--- src/rtl/trs_pkg.sv ---
package trs_pkg;
  // Reference pattern as it sits in a bit-serial window: the first word
  // (all ones) occupies the lowest bits, the trailing zero words above it.
  function automatic logic [63:0] ref_pattern(input int w, input int nword);
    logic [63:0] p;
    p = '0;
    for (int i = 0; i < w; i++) p[i] = 1'b1;
    return p;
  endfunction
endpackage

--- src/rtl/trs_history.sv ---
module trs_history #(
  parameter int W     = 10,
  parameter int DEPTH = 4,
  localparam int WIN  = W * DEPTH
) (
  input  logic           clk,
  input  logic           rst_n,
  input  logic           shift_en,
  input  logic [W-1:0]   din,
  output logic [WIN-1:0] win
);
  logic [W-1:0] stage_q [DEPTH];
  logic [W-1:0] stage_d [DEPTH];

  always_comb begin
    for (int k = 0; k < DEPTH; k++) stage_d[k] = stage_q[k];
    if (shift_en) begin
      stage_d[0] = din;
      for (int k = 1; k < DEPTH; k++) stage_d[k] = stage_q[k-1];
    end
  end

  always_ff @(posedge clk or negedge rst_n) begin
    if (!rst_n) begin
      for (int k = 0; k < DEPTH; k++) stage_q[k] <= '0;
    end else begin
      for (int k = 0; k < DEPTH; k++) stage_q[k] <= stage_d[k];
    end
  end

  // newest stage in the top bits, oldest at bit 0
  for (genvar k = 0; k < DEPTH; k++) begin : g_pack
    assign win[W*(DEPTH-1-k) +: W] = stage_q[k];
  end
endmodule

--- src/rtl/trs_search.sv ---
module trs_search #(
  parameter int W     = 10,
  parameter int NWORD = 3,
  localparam int WIN  = W * (NWORD + 1),
  localparam int PLEN = W * NWORD,
  localparam int OW   = $clog2(W)
) (
  input  logic [WIN-1:0] win,
  output logic           found,
  output logic [OW-1:0]  found_off
);
  import trs_pkg::*;
  localparam logic [63:0] PAT64 = ref_pattern(W, NWORD);
  localparam logic [PLEN-1:0] PAT = PAT64[PLEN-1:0];

  logic [W-1:0] match;

  for (genvar o = 0; o < W; o++) begin : g_off
    assign match[o] = (win[o +: PLEN] == PAT);
  end

  always_comb begin
    found     = |match;
    found_off = '0;
    for (int o = W - 1; o >= 0; o--) begin
      if (match[o]) found_off = OW'(o);
    end
  end
endmodule

--- src/rtl/trs_align.sv ---
module trs_align #(
  parameter int W  = 10,
  localparam int OW = $clog2(W)
) (
  input  logic [2*W-1:0] pair,
  input  logic [OW-1:0]  sel,
  output logic [W-1:0]   word
);
  logic [W-1:0] cand [W];

  for (genvar o = 0; o < W; o++) begin : g_tap
    assign cand[o] = pair[o +: W];
  end

  always_comb begin
    word = cand[0];
    for (int o = 1; o < W; o++) begin
      if (sel == OW'(o)) word = cand[o];
    end
  end
endmodule

--- src/rtl/trs_framer.sv ---
module trs_framer #(
  parameter int W     = 10,
  parameter int NWORD = 3
) (
  input  logic         clk,
  input  logic         rst_n,
  input  logic [W-1:0] in_data,
  input  logic         in_valid,
  input  logic         sync_en,
  output logic [W-1:0] out_data,
  output logic         out_valid,
  output logic         hsync,
  output logic         sync_err
);
  localparam int DEPTH = NWORD + 1;
  localparam int WIN   = W * DEPTH;
  localparam int OW    = $clog2(W);

  // reset: asserted asynchronously, released on a clock edge
  logic [1:0] rsync_q;
  logic       rst_int_n;
  always_ff @(posedge clk or negedge rst_n) begin
    if (!rst_n) rsync_q <= '0;
    else        rsync_q <= {rsync_q[0], 1'b1};
  end
  assign rst_int_n = rsync_q[1];

  logic [WIN-1:0] win;
  logic           found;
  logic [OW-1:0]  found_off;
  logic [W-1:0]   aligned;

  logic           vld_q;
  logic [OW-1:0]  off_q, off_d;
  logic           pend_q, pend_d;
  logic [W-1:0]   data_q, data_d;
  logic           oval_q, oval_d;
  logic           hs_q, hs_d;
  logic           err_q, err_d;
  logic           hit, mism, good;

  trs_history #(.W(W), .DEPTH(DEPTH)) u_hist (
    .clk(clk), .rst_n(rst_int_n), .shift_en(in_valid), .din(in_data), .win(win)
  );

  trs_search #(.W(W), .NWORD(NWORD)) u_search (
    .win(win), .found(found), .found_off(found_off)
  );

  trs_align #(.W(W)) u_align (
    .pair(win[WIN-1 -: 2*W]), .sel(off_q), .word(aligned)
  );

  always_comb begin
    hit    = vld_q & found;
    mism   = hit & (found_off != off_q);
    good   = hit & (~mism | sync_en);
    off_d  = (mism & sync_en) ? found_off : off_q;
    pend_d = vld_q ? good : pend_q;
    hs_d   = vld_q & pend_q;
    err_d  = mism;
    oval_d = vld_q;
    data_d = vld_q ? aligned : data_q;
  end

  always_ff @(posedge clk or negedge rst_int_n) begin
    if (!rst_int_n) begin
      vld_q  <= 1'b0;
      off_q  <= '0;
      pend_q <= 1'b0;
      data_q <= '0;
      oval_q <= 1'b0;
      hs_q   <= 1'b0;
      err_q  <= 1'b0;
    end else begin
      vld_q  <= in_valid;
      off_q  <= off_d;
      pend_q <= pend_d;
      data_q <= data_d;
      oval_q <= oval_d;
      hs_q   <= hs_d;
      err_q  <= err_d;
    end
  end

  assign out_data  = data_q;
  assign out_valid = oval_q;
  assign hsync     = hs_q;
  assign sync_err  = err_q;
endmodule

--- config.mk ---
export PLATFORM = sky130hd
export DESIGN_NAME = trs_framer
export DESIGN_NICKNAME = d
export VERILOG_FILES = /design/src/rtl/trs_pkg.sv /design/src/rtl/trs_history.sv /design/src/rtl/trs_search.sv /design/src/rtl/trs_align.sv /design/src/rtl/trs_framer.sv
export SDC_FILE = /design/constraint.sdc
export NUM_CORES = 1
export LEC_CHECK = 0
export BUFFER_PORTS_ARGS = -buffer_cell sky130_fd_sc_hd__buf_4
export CORE_UTILIZATION = 40
export CTS_CLUSTER_SIZE = 30
export DETAILED_ROUTE_END_ITERATION = 8
export GPL_TIMING_DRIVEN = 0
export SYNTH_ARGS = -nofsm -noshare
export SYNTH_HDL_FRONTEND = slang
export SYNTH_HIERARCHICAL = 1
export SYNTH_SLANG_ARGS = --single-unit
--- constraint.sdc ---
create_clock -name clk -period 2.8 [get_ports clk]
set_clock_uncertainty 0.2 [all_clocks]
set_input_delay 0.28 -clock clk [delete_from_list [all_inputs] [get_ports clk]]
set_output_delay 0.28 -clock clk [all_outputs]
set_load 0.01 [all_outputs]
==> metrics.cfg <==
[timing]
tightest_slew_ns = 0.649
slew_headroom = 0.567
slew_viol_final = 0
fmax_mhz = 375
rsz0062_at_grt = no
finalHoldViolations = 0
period_share = 0.953
holdWs_ns = 0.0253
finalSetupViolCount = 0
fin_crit_ns = 2.67
setup_tns_ns = 0

[cells_and_area]
syn2layout_area_growth_pct = 18.5
seq_area_mm2 = 0.00153
drive_gt1_frac = 0.331
multi_input_area_mm2 = 0.00226
nNetsFinal = 462
insertedDiodeCount = 0
nFillCells = 937
instances_no_fill = 586
finish.utilization = 0.490

[detailed_routing]
drt_iter0_markers = 204
dr.pass1.iters = 6
wire_per_inst_um = 19.0
drt-vias-per-instance = 5.91
drt-total-wl_um = 11200
post-route-drc-count = 0
ant_nets = 0
vias = 3463

[logic_synthesis]
syn_area_mm2 = 0.00404
yosysTopAreaCell = dfrtp_1
ys_types = 72
synth.area.top_cells = dfrtp_1 (38%), mux2_2 (13%), mux2_4 (3.7%)
yosysMostFrequentCell = dfrtp_1
syn_avg_cell_area_um2 = 10.2
synth_top_area_frac = 0.378
synth_common_cells = dfrtp_1 (61), mux2_2 (45), a21oi_1 (28)
synth_edf_count = 0
synthCells = 398
synth_flop_cell = dfrtp_1
async_flop_share = 1.00
syn_nets = 412
yosysSeqAreaShare = 0.378
ys_seq_elements = 61
ys.warnings.count = 6

[global_route]
grt_start_max_net_pins = 33
grt_pass1_vias = 3411
antenna_found_initial = 0
track_usage = 0.231
grt_overflow = 0
grt_pass1_wl_um = 18300

[placed_design]
dpl.cell_count = 558
place_hpwl_um = 8010
place_congestion = 0.926
port_buffers = 26

[setup_path]
worstReg2RegStart = u_hist/win[25]
cp-end-kind = register
worstPathRequired_ns = 2.82
startpoint = u_hist/win[25]
arrival_ns = 2.69
start_kind = register
worstRegToRegCells = 7
ff2ff_setup_slack_ns = 0.13
critPathKind = register to register
r2r-end = off_q[0]
cp_max_fo = 11

[cts]
cts_setup_buffers = 0
cts_tree = built
htreeDepth = 3
clkTransAtPathRegs_ns = 0.07
cts_root_buf = clkbuf_8
clk_latency_ns = 0.34
cts_buffer_depth = 2
cts_buffers = 9
cts_sinks = 61

[floorplanning]
io_pins = 27
dieArea_mm2 = 0.0105
die_h_um = 103
start_util = 0.414
fp-row-count = 36
die_w_um = 103
core_area_mm2 = 0.00977

[hold_path]
holdPathEnd = pend_q
min_from = sync_en
hold_class = input pin to register
min_path_cells = 3

[status]
status = finished clean

[power_and_ir_drop]
peakVddDrop_mv = 0.357
power_leakage_nw = 1.94
p_per_area_mw_per_mm2 = 537

[job]
maxCapViolCount = 0

## registers in the layout, summed over array words and instances, names as in the netlist
name,count
hsync,1
oval_d,1
out_valid,1
rsync_q,2
off_q,4
u_hist/win,40
pend_q,1
out_data,10
sync_err,1
## cell type report
cell class	instances	share of cell area
inverter	9	0.00705
sequential	61	0.319
clock inverter	6	0.0196
timing repair buffer	39	0.0700
tap	133	0.0347
clock buffer	10	0.0287
buffer	36	0.0488
multi-input combinational	292	0.472
## through the flow
stage / cell area (um^2) / worst slack [ns] / total power [mW]
after floorplan: 4040 / 0.503 / 1.47
after global placement: 4400 / 0.0209 / 1.65
after detailed placement: 4430 / 0.0330 / 1.66
after CTS: 4780 / 0.0119 / 2.59
after global routing: 4790 / 0.0191 / 2.72
final: 4790 / 0.131 / 2.57
## logic make-up after synthesis
| kind of cell | count (synthesis) | synth area share |
|---|---|---|
| flops | 61 | 0.378 |
| xor+xnor | 4 | 0.00867 |
| buf+inv | 45 | 0.0662 |
| mux | 60 | 0.175 |
| simple gates | 104 | 0.167 |
| other cells | 1 | 0.000928 |
| compound gates | 123 | 0.204 |
## power by group
group / switching (mW) / internal (mW) / leakage (nW)
combinational: 0.216 / 0.278 / 1.09
sequential: 0.159 / 1.01 / 0.730
clock: 0.374 / 0.533 / 0.113
## repair_timing
item                                    4_1_cts  5_1_grt
endpoints found under the setup margin        0        6
resized for setup                             0        4
hold buffers                                 12        0
hold endpoints to repair                     13        0
## metal layers
layer / routed length, um / GRT usage / share of wire
met1: 4890 / 0.307 / 0.44
met2: 5160 / 0.362 / 0.46
met3: 696 / 0.0407 / 0.062
met4: 402 / 0.116 / 0.036
met5: 0 / 0 / 0
## placed cells by master, fill, tap and decap left out, types with 6 or more instances in the layout
master / count
a21oi_1: 28
a31oi_1: 8
buf_2: 12
buf_4: 30
buf_6: 7
clkbuf_1: 12
clkbuf_8: 10
dfrtp_1: 59
dlygate4sd3_1: 12
inv_1: 8
mux2_2: 45
mux2_4: 10
nand2_1: 26
nor2_1: 16
nor2b_1: 8
nor4bb_1: 6
o21ai_0: 25
o21ai_1: 6
o221ai_1: 7
o22ai_1: 7
## critical path: stages (launching register included)
cell and delay, ns:
dfrtp_2 0.51, nor4_2 0.38, nand3_2 0.20, or3_4 0.44, a21oi_4 0.16, a211o_1 0.22
nand3_4 0.13, mux2_4 0.31
## how the worst max path moves through the flow
stage	endpoint	slack (ns)	cells after the start
floorplan	off_q[0]	0.50	7
global placement	off_q[1]	0.02	7
detailed placement	off_q[1]	0.03	7
CTS	off_q[0]	0.01	7
global route	off_q[2]	0.02	7
finish	off_q[0]	0.13	7
No activity file was read; power rests on OpenSTA's default activity.
